File: src/rtl/wsp_pkg.sv
package wsp_pkg;
  typedef enum logic [1:0] {
    ST_IDLE = 2'd0,
    ST_ADDR = 2'd1,
    ST_DATA = 2'd2,
    ST_RESP = 2'd3
  } wsp_state_e;
endpackage

File: src/rtl/wsp_lane_map.sv
module wsp_lane_map #(
  parameter int AW   = 32,
  parameter int DW   = 64,
  localparam int NB   = DW / 8,
  localparam int OFFW = $clog2(NB),
  localparam int SZW  = $clog2(OFFW + 1)
) (
  input  logic [AW-1:0]  addr_i,
  input  logic [SZW-1:0] size_i,
  input  logic [DW-1:0]  data_i,
  output logic [AW-1:0]  base0_o,
  output logic [AW-1:0]  base1_o,
  output logic [NB-1:0]  strb0_o,
  output logic [NB-1:0]  strb1_o,
  output logic [DW-1:0]  data0_o,
  output logic [DW-1:0]  data1_o,
  output logic           split_o
);
  logic [OFFW-1:0]  off;
  logic [NB-1:0]    keep;
  logic [DW-1:0]    dmask;
  logic [2*NB-1:0]  lanes;
  logic [2*DW-1:0]  wide;

  assign off = addr_i[OFFW-1:0];

  for (genvar b = 0; b < NB; b++) begin : g_byte
    assign keep[b] = (b < (1 << size_i));
    // unused bytes forced to zero so idle lanes are deterministic
    assign dmask[b*8 +: 8] = keep[b] ? data_i[b*8 +: 8] : 8'h00;
  end

  assign lanes = {{NB{1'b0}}, keep} << off;
  assign wide  = {{DW{1'b0}}, dmask} << {off, 3'b000};

  assign strb0_o = lanes[NB-1:0];
  assign strb1_o = lanes[2*NB-1:NB];
  assign data0_o = wide[DW-1:0];
  assign data1_o = wide[2*DW-1:DW];
  assign split_o = |strb1_o;

  assign base0_o = {addr_i[AW-1:OFFW], {OFFW{1'b0}}};
  assign base1_o = base0_o + AW'(NB);
endmodule

File: src/rtl/wsp_seq.sv
module wsp_seq
  import wsp_pkg::*;
#(
  parameter int IDW      = 4,
  parameter bit USE_RESP = 1'b1
) (
  input  logic           clk_i,
  input  logic           rst_ni,
  input  logic           start_i,
  input  logic           split_i,
  input  logic           aw_ready_i,
  input  logic           w_ready_i,
  input  logic           b_valid_i,
  output logic           seg_o,
  output logic           aw_valid_o,
  output logic           w_valid_o,
  output logic           b_ready_o,
  output logic           busy_o,
  output logic           done_o,
  output logic [IDW-1:0] id_o
);
  wsp_state_e st_q, st_d;
  logic seg_q, done_q, resp_ok;
  logic [IDW-1:0] id_q;
  logic aw_fire, w_fire;

  assign aw_valid_o = (st_q == ST_ADDR);
  assign w_valid_o  = (st_q == ST_DATA);
  assign busy_o     = (st_q != ST_IDLE);
  assign aw_fire    = aw_valid_o & aw_ready_i;
  assign w_fire     = w_valid_o & w_ready_i;
  assign seg_o      = seg_q;
  assign done_o     = done_q;
  assign id_o       = id_q;

  always_comb begin
    st_d = st_q;
    unique case (st_q)
      ST_IDLE: if (start_i) st_d = ST_ADDR;
      ST_ADDR: if (aw_ready_i) st_d = ST_DATA;
      ST_DATA: if (w_ready_i) st_d = (split_i && !seg_q) ? ST_ADDR : ST_RESP;
      ST_RESP: if (resp_ok) st_d = ST_IDLE;
      default: st_d = ST_IDLE;
    endcase
  end

  always_ff @(posedge clk_i or negedge rst_ni) begin
    if (!rst_ni) begin
      st_q   <= ST_IDLE;
      seg_q  <= 1'b0;
      id_q   <= '0;
      done_q <= 1'b0;
    end else begin
      st_q   <= st_d;
      done_q <= (st_q == ST_RESP) && resp_ok;
      if (start_i) seg_q <= 1'b0;
      else if (w_fire && split_i && !seg_q) seg_q <= 1'b1;
      if (w_fire) id_q <= id_q + 1'b1;
    end
  end

  if (USE_RESP) begin : g_resp
    logic [1:0] cnt_q, cnt_nxt, need;
    assign need      = split_i ? 2'd2 : 2'd1;
    assign b_ready_o = busy_o;
    assign cnt_nxt   = cnt_q + {1'b0, b_valid_i & b_ready_o};
    assign resp_ok   = (cnt_nxt >= need);

    always_ff @(posedge clk_i or negedge rst_ni) begin
      if (!rst_ni)      cnt_q <= '0;
      else if (start_i) cnt_q <= '0;
      else              cnt_q <= cnt_nxt;
    end

    // no more responses than transactions
    assert_resp_bound_R8: assert property (@(posedge clk_i) disable iff (!rst_ni)
      (b_valid_i && b_ready_o) |-> (cnt_q < need));
  end else begin : g_noresp
    assign resp_ok   = 1'b1;
    assign b_ready_o = 1'b0;
  end

  assert_phase_excl_R5: assert property (@(posedge clk_i) disable iff (!rst_ni)
    !(aw_valid_o && w_valid_o));
  assert_id_tag_R7: assert property (@(posedge clk_i) disable iff (!rst_ni)
    aw_fire |=> (w_valid_o && id_o == $past(id_o)));
  assert_second_after_beat_R5: assert property (@(posedge clk_i) disable iff (!rst_ni)
    (w_fire && split_i && !seg_q) |=> (aw_valid_o && seg_o));
  assert_done_pulse_R9: assert property (@(posedge clk_i) disable iff (!rst_ni)
    done_o |=> !done_o);
endmodule

File: src/rtl/wsp_top.sv
module wsp_top #(
  parameter int AW       = 32,
  parameter int DW       = 64,
  parameter int IDW      = 4,
  parameter int LENW     = 8,
  parameter bit USE_RESP = 1'b1,
  localparam int NB   = DW / 8,
  localparam int OFFW = $clog2(NB),
  localparam int SZW  = $clog2(OFFW + 1)
) (
  input  logic            clk_i,
  input  logic            rst_ni,
  input  logic            req_valid_i,
  output logic            req_ready_o,
  input  logic [AW-1:0]   req_addr_i,
  input  logic [SZW-1:0]  req_size_i,
  input  logic [DW-1:0]   req_data_i,
  output logic            req_done_o,
  output logic            aw_valid_o,
  input  logic            aw_ready_i,
  output logic [AW-1:0]   aw_addr_o,
  output logic [IDW-1:0]  aw_id_o,
  output logic [LENW-1:0] aw_len_o,
  output logic            w_valid_o,
  input  logic            w_ready_i,
  output logic [DW-1:0]   w_data_o,
  output logic [NB-1:0]   w_strb_o,
  output logic [IDW-1:0]  w_id_o,
  output logic            w_last_o,
  input  logic            b_valid_i,
  output logic            b_ready_o
);
  logic [AW-1:0]  addr_q, base0, base1;
  logic [SZW-1:0] size_q;
  logic [DW-1:0]  data_q, data0, data1;
  logic [NB-1:0]  strb0, strb1;
  logic           split, seg, busy, start;
  logic [IDW-1:0] id;

  assign start = req_valid_i & req_ready_o;

  always_ff @(posedge clk_i or negedge rst_ni) begin
    if (!rst_ni) begin
      addr_q <= '0;
      size_q <= '0;
      data_q <= '0;
    end else if (start) begin
      addr_q <= req_addr_i;
      size_q <= req_size_i;
      data_q <= req_data_i;
    end
  end

  wsp_lane_map #(.AW(AW), .DW(DW)) u_map (
    .addr_i (addr_q),
    .size_i (size_q),
    .data_i (data_q),
    .base0_o(base0),
    .base1_o(base1),
    .strb0_o(strb0),
    .strb1_o(strb1),
    .data0_o(data0),
    .data1_o(data1),
    .split_o(split)
  );

  wsp_seq #(.IDW(IDW), .USE_RESP(USE_RESP)) u_seq (
    .clk_i     (clk_i),
    .rst_ni    (rst_ni),
    .start_i   (start),
    .split_i   (split),
    .aw_ready_i(aw_ready_i),
    .w_ready_i (w_ready_i),
    .b_valid_i (b_valid_i),
    .seg_o     (seg),
    .aw_valid_o(aw_valid_o),
    .w_valid_o (w_valid_o),
    .b_ready_o (b_ready_o),
    .busy_o    (busy),
    .done_o    (req_done_o),
    .id_o      (id)
  );

  assign req_ready_o = !busy;
  assign aw_addr_o   = seg ? base1 : base0;
  assign aw_id_o     = id;
  assign aw_len_o    = '0;
  assign w_data_o    = seg ? data1 : data0;
  assign w_strb_o    = seg ? strb1 : strb0;
  assign w_id_o      = id;
  assign w_last_o    = 1'b1;

  assert_aw_aligned_R1: assert property (@(posedge clk_i) disable iff (!rst_ni)
    aw_valid_o |-> (aw_addr_o[OFFW-1:0] == '0));
  assert_aw_hold_R6: assert property (@(posedge clk_i) disable iff (!rst_ni)
    (aw_valid_o && !aw_ready_i) |=> (aw_valid_o && $stable(aw_addr_o) && $stable(aw_id_o)));
  assert_w_hold_R6: assert property (@(posedge clk_i) disable iff (!rst_ni)
    (w_valid_o && !w_ready_i) |=> (w_valid_o && $stable(w_data_o) && $stable(w_strb_o)));
  assert_lane_count_R2: assert property (@(posedge clk_i) disable iff (!rst_ni)
    (w_valid_o && !split) |-> ($countones(w_strb_o) == (1 << size_q)));
  assert_split_edges_R4: assert property (@(posedge clk_i) disable iff (!rst_ni)
    (w_valid_o && split) |-> (seg ? w_strb_o[0] : w_strb_o[NB-1]));
  assert_ready_idle_R9: assert property (@(posedge clk_i) disable iff (!rst_ni)
    (aw_valid_o || w_valid_o) |-> !req_ready_o);
endmodule

File: config.mk
export PLATFORM = sky130hd
export DESIGN_NAME = wsp_top
export DESIGN_NICKNAME = d
export VERILOG_FILES = /design/src/rtl/wsp_pkg.sv /design/src/rtl/wsp_lane_map.sv /design/src/rtl/wsp_seq.sv /design/src/rtl/wsp_top.sv
export SDC_FILE = /design/constraint.sdc
export NUM_CORES = 1
export LEC_CHECK = 0
export BUFFER_PORTS_ARGS = -buffer_cell sky130_fd_sc_hd__buf_4
export CORE_MARGIN = 10
export CORE_UTILIZATION = 53
export CTS_CLUSTER_DIAMETER = 80
export DETAILED_ROUTE_END_ITERATION = 8
export PLACE_DENSITY = 0.91
export SLEW_MARGIN = 40
export SYNTH_ARGS = -nofsm -noshare
export SYNTH_HDL_FRONTEND = slang
export SYNTH_SLANG_ARGS = --single-unit
File: constraint.sdc
create_clock -name clk_i -period 2.98 [get_ports clk_i]
set_input_delay 0.149 -clock clk_i [delete_from_list [all_inputs] [get_ports clk_i]]
set_output_delay 0.149 -clock clk_i [all_outputs]
set_load 0.1 [all_outputs]
* Word-level counts from Yosys, hierarchy flattened
Cells that the tools add are included.
** Word-level totals
- Bits in registers :: 108
- Bits of input ports :: 104
- Logic and storage cells :: 65
** Cells by class
- Add/subtract/negate cells :: 3
- Magnitude comparators :: 9
- Equal/unequal tests :: 7
- Shift operators :: 3
- Multiplexer cells :: 21
- Bitwise logic cells :: 3
- Reductions and logical operators :: 11
** Operator list (number)
- less-than comparator 4 x 32 -> 1 bit, first input constant :: 4
- << shifter 64 x 6 -> 128 bit :: 1
- 2-to-1 mux 8 bit :: 9
- less-than comparator 3 x 32 -> 1 bit, first input constant :: 2
- 2-to-1 mux 64 bit :: 1
- adder 32 x 4 -> 32 bit, second input constant :: 1
- less-than comparator 1 x 32 -> 1 bit, first input constant :: 1
- less-than comparator 2 x 32 -> 1 bit, first input constant :: 1
- 2-to-1 mux 32 bit :: 1
- << shifter 1 x 2 -> 32 bit, first input constant :: 1
- << shifter 8 x 3 -> 16 bit :: 1
- 2-to-1 mux 2 bit :: 7
- one-hot mux 2 bit (4 select lines) :: 1
- OR reduction 8 bit :: 1
- adder 4 x 1 -> 4 bit, second input constant :: 1
- equality test 2 bit, second input constant :: 2
- logical AND 1 bit :: 4
- != test 2 x 1 -> 1 bit, second input constant :: 2
- != test 2 bit, second input constant :: 2
- AND reduction 4 bit :: 1
- nonzero test 2 bit :: 2
- bitwise AND 1 bit :: 3
- adder 2 x 1 -> 2 bit :: 1
- equality test 2 x 1 -> 1 bit, second input constant :: 1
- 4 further kinds :: 6

* Longest topological paths before layout
- Depth in word-level cells :: 8
- Depth in mapped cells :: 11
- Depth with buffers taken out :: 9

* By module
Synthesis repeated with hierarchy kept, for this count alone.
** Second synthesis, totals
- Cells, all modules :: 948
- Area total of the unflattened synthesis :: 9083.7 um^2
** By module, submodules not included
- wsp_top :: instances 1, cells each 340, area each 5044.8 um^2, sequential area each 2452.4 um^2
- wsp_lane_map :: instances 1, cells each 562, area each 3534.6 um^2, sequential area each 0.0 um^2
- wsp_seq :: instances 1, cells each 46, area each 504.2 um^2, sequential area each 250.2 um^2

* Worst setup path after synthesis
OpenSTA, ideal clock, no wires.
- Path kind :: register to output
- From :: register size_q[1]
- To :: output port w_strb_o[7]
- Arrival time :: 3.303 ns
- Data required time :: 2.831 ns
- Setup slack :: -0.472 ns
- Cell stages (with the launch flop) :: 6
- Path buffers :: 2
- Path through :: dfrtp_1 > buf_2 > clkinv_1 > clkbuf_1 > o21a_1 > a211oi_1
** Between the ends
- Longest elaborated chain between the ends :: 4
** RTL lines
- start: declaration :: RTL line wsp_top.sv:34 : logic [SZW-1:0] size_q;
- start signal: assignment :: RTL line wsp_top.sv:49 : size_q <= req_size_i;
- << shifter 1 x 2 -> 32 bit (*) :: RTL line wsp_lane_map.sv:28 : assign keep[b] = (b < (1 << size_i));
- less-than comparator 1 x 32 -> 1 bit, or another cell as far along :: RTL line wsp_lane_map.sv:28
- << shifter 8 x 3 -> 16 bit (*) :: RTL line wsp_lane_map.sv:33 : assign lanes = {{NB{1'b0}}, keep} << off;
- 2-to-1 mux 8 bit (*) :: RTL line wsp_top.sv:89 : assign w_strb_o = seg ? strb1 : strb0;
- end: declaration :: RTL line wsp_top.sv:27 : output logic [NB-1:0] w_strb_o,
Every way passes the cells marked *; elsewhere a longest branch is shown, timed or not.

* Worst setup path after layout
- From :: register u_seq.seg_q (netlist: u_seq.seg_o)
- To :: output port w_strb_o[6]
** Between the ends
- Longest elaborated chain between the ends :: 1
** RTL lines
- start: declaration :: RTL line wsp_seq.sv:23 : logic seg_q, done_q, resp_ok;
- start signal: assignment :: RTL line wsp_seq.sv:50 : seg_q <= 1'b0;
- start signal: assignment :: RTL line wsp_seq.sv:56 : if (start_i) seg_q <= 1'b0;
- start signal: assignment :: RTL line wsp_seq.sv:57 : else if (w_fire && split_i && !seg_q) seg_q <= 1'b1;
- 2-to-1 mux 8 bit :: RTL line wsp_top.sv:89
Every way passes these cells.

==> impl_metrics.tcl <==
set metrics [dict create \
    path_class "reg -> out" \
    place.gp.congestion 1.05 \
    cp.arrival_ns 2.72 \
    numPortBuffers 217 \
    cts_buffer_depth 2 \
    syn2layout_area_growth_pct 25.5 \
    crit_path_start_kind "flip-flop" \
    rsz0062_at_grt "false" \
    cts_tree "done" \
    worstHoldPathType "in -> reg" \
    synth_cell_type_count 58 \
    synth.avg_cell_area_um2 9.43 \
    route.vias.total 7645 \
    syn_inst 825 \
    async_flop_share_pct 100 \
    slew_headroom_pct 47.3 \
    io_pins 230 \
    ant_nets 0 \
    htree_levels 3 \
    placed_area_mm2 0.00939 \
    path_clk_slew_ns 0.08 \
    grt_usage_pct 26.5 \
    cts-root-buf "clkbuf_16" \
    finalSetupViolCount 0 \
    grt_pass1_wl_um 42000 \
    drc 0 \
    worst_slew_pin_slew_ns 0.786 \
    cp-end-kind "output pin" \
    final_hold_viol_count 0 \
    status "complete, no violations" \
    final_area_mm2 0.00977 \
    cp.required_ns 2.83 \
    yosysMostFrequentCell "dfrtp_1" \
    maxCapViolations 0 \
    drive_above_1_share_pct 36.5 \
    max_stage_delay_ns 0.69 \
    cts.sinks 108 \
    wl_per_cell_um 23.3 \
    diodes 0 \
    crit_slowest_cell "dfrtp_1" \
    cp_max_fo 15 \
    start_util_pct 53.8 \
    synth_top_area_share_pct 34.7 \
    nFillCells 1141 \
    ys.flop_type "dfrtp_1" \
    grt_remaining_overflow 0 \
    final_net_count 1120 \
    yosys.area.top_type "dfrtp_1" \
    ys_top_cells_by_area "dfrtp_1, mux2_2, mux2i_1, a22oi_1, o21ai_0" \
    drt-initial-drc-count 943 \
    die_h_um 141 \
    layout_worst_path_cycle_share_pct 96.4 \
    post-route-min-period_ns 2.87 \
    via_per_inst 6.37 \
    insertion_delay_ns 0.37 \
    synth-seq-cells 108 \
    wirelength_um 27900 \
    cp_cell_sequence "nand2_1 -> nor3_2 -> o21bai_1 -> buf_4" \
    num_rows 44 \
    synthTopCellsByCount "dfrtp_1, mux2_2, o21ai_0, nand2_1, nor2_1" \
    die_area_mm2 0.0199 \
    synth_warnings 0 \
    grt_max_degree 66 \
    antenna_found_initial 0 \
    fp.dieW_um 141 \
    drt_first_pass_iters 6 \
    syn_area_mm2 0.00778 \
    numCtsBuffers 9 \
    synth_edf_count 0 \
    max_freq_mhz 348 \
    maxSlewViolCount 0 \
    core_area_mm2 0.0145 \
    dp_hpwl_um 21100 \
    grt_pass1_vias 7524 \
    fin_skew_ns 0.00953 \
    yosysSeqAreaShare_pct 34.7 \
]
repair_timing:
| action | CTS | global route |
|---|---|---|
| hold endpoints to repair | 50 | 0 |
| resized for setup | 0 | 1 |
| buffers inserted | 0 | 1 |
| hold buffers | 4 | 0 |
| endpoints found under the setup margin | 0 | 6 |
worst paths after layout:
kind | from | to | slack [ns] | cells after the start
max | u_seq.seg_o | w_strb_o[6] | 0.11 | 4
min | req_addr_i[13] | addr_q[13] | 0.009 | 2
max reg2reg | size_q[1] | u_seq.st_q[1] | 0.58 | 9
min reg2reg | addr_q[31] | addr_q[31] | 0.54 | 1
max in group asynchronous | rst_ni | size_q[0] | 1.84 | 3
min in group asynchronous | rst_ni | size_q[1] | 0.38 | 2
worst max-delay path, delay by kind of cell (launching register included):
family,cells,cell delay [ns]
AO/OA/AOI/OAI,1,0.28
buffers and inverters,1,0.36
AND/OR/NAND/NOR,2,1.03
flip-flops,1,0.69
layout by cell type, fill, tap and decap left out, types with 5 or more instances in the layout:
cell | synthesis | final
ha_1 | 5 | 5
conb_1 | 2 | 12
nand4b_1 | 9 | 9
o21ai_0 | 55 | 47
o22ai_1 | 23 | 23
nor2_1 | 52 | 52
and2_1 | 6 | 5
a21o_1 | 6 | 6
mux2_1 | 8 | 8
nand2_1 | 54 | 54
xor2_1 | 13 | 13
mux2_2 | 87 | 87
nand2b_1 | 5 | 5
a32oi_1 | 12 | 12
a22oi_1 | 41 | 41
o211ai_1 | 16 | 16
o21ai_1 | 1 | 9
inv_1 | 10 | 10
nand4_1 | 10 | 10
a221o_1 | 8 | 8
and3_1 | 7 | 7
nor3_1 | 35 | 35
nand3_1 | 19 | 19
a21oi_1 | 34 | 34
xnor2_1 | 19 | 19
buf_4 | 21 | 239
clkbuf_16 | 0 | 9
o21bai_1 | 6 | 6
dfrtp_1 | 108 | 105
mux2i_1 | 36 | 36
nor2b_1 | 7 | 7
metal layers:
| metal | vias to the layer above | global-route usage (%) | share of wire, % |
|---|---|---|---|
| met3 | 74 | 10.3 | 13 |
| met4 | 0 | 11.2 | 3.8 |
| li1 | 3421 | - | - |
| met2 | 554 | 44.0 | 48 |
| met1 | 3596 | 29.6 | 35 |
| met5 | - | 0 | 0 |
area by class of cell:
class / instances / area [um2] / area share, %
multi-input cells: 633 / 4550 / 46.6
flip-flops and latches: 108 / 2710 / 27.7
repair buffers: 247 / 1920 / 19.7
clock buffers: 11 / 243 / 2.48
well taps: 184 / 230 / 2.36
clock inverters: 5 / 66.3 / 0.679
inverters: 12 / 45.0 / 0.461
sequential cells by signal, indices dropped and copies added, names as in the netlist:
register	flops
addr_q	32
data_q	64
size_q	2
u_seq.done_o	1
u_seq.g_resp.cnt_q	2
u_seq.id_o	4
u_seq.seg_o	1
u_seq.st_q	2
kinds of logic after synthesis:
group           after synthesis  share of synthesized area [%]
simple gates                231                           15.9
compound gates              222                           19.1
mux                         131                           18.4
flops                       108                           34.7
buf+inv                      94                           7.35
xor+xnor                     32                           3.60
fa+ha+maj                     5                          0.804
other cells                   2                         0.0965
metrics by stage:
step           hold WS, ns  setup slack [ns]  cells  TNS [ns]  util (%)
3_3_place_gp         0.218             0.580   1179         0      64.9
2_1_floorplan       -0.147            -0.409    835     -7.31         -
4_1_cts           0.000175             0.178   1199         0      67.3
6_report           0.00920             0.109   1200         0      67.5
5_1_grt            0.00211            0.0180   1200         0      67.5
3_5_place_dp         0.234             0.497   1179         0      64.9
Power is left out: the tool's default activity adds up to more than one toggle a clock period on the data nets, which glitch-free logic cannot reach.
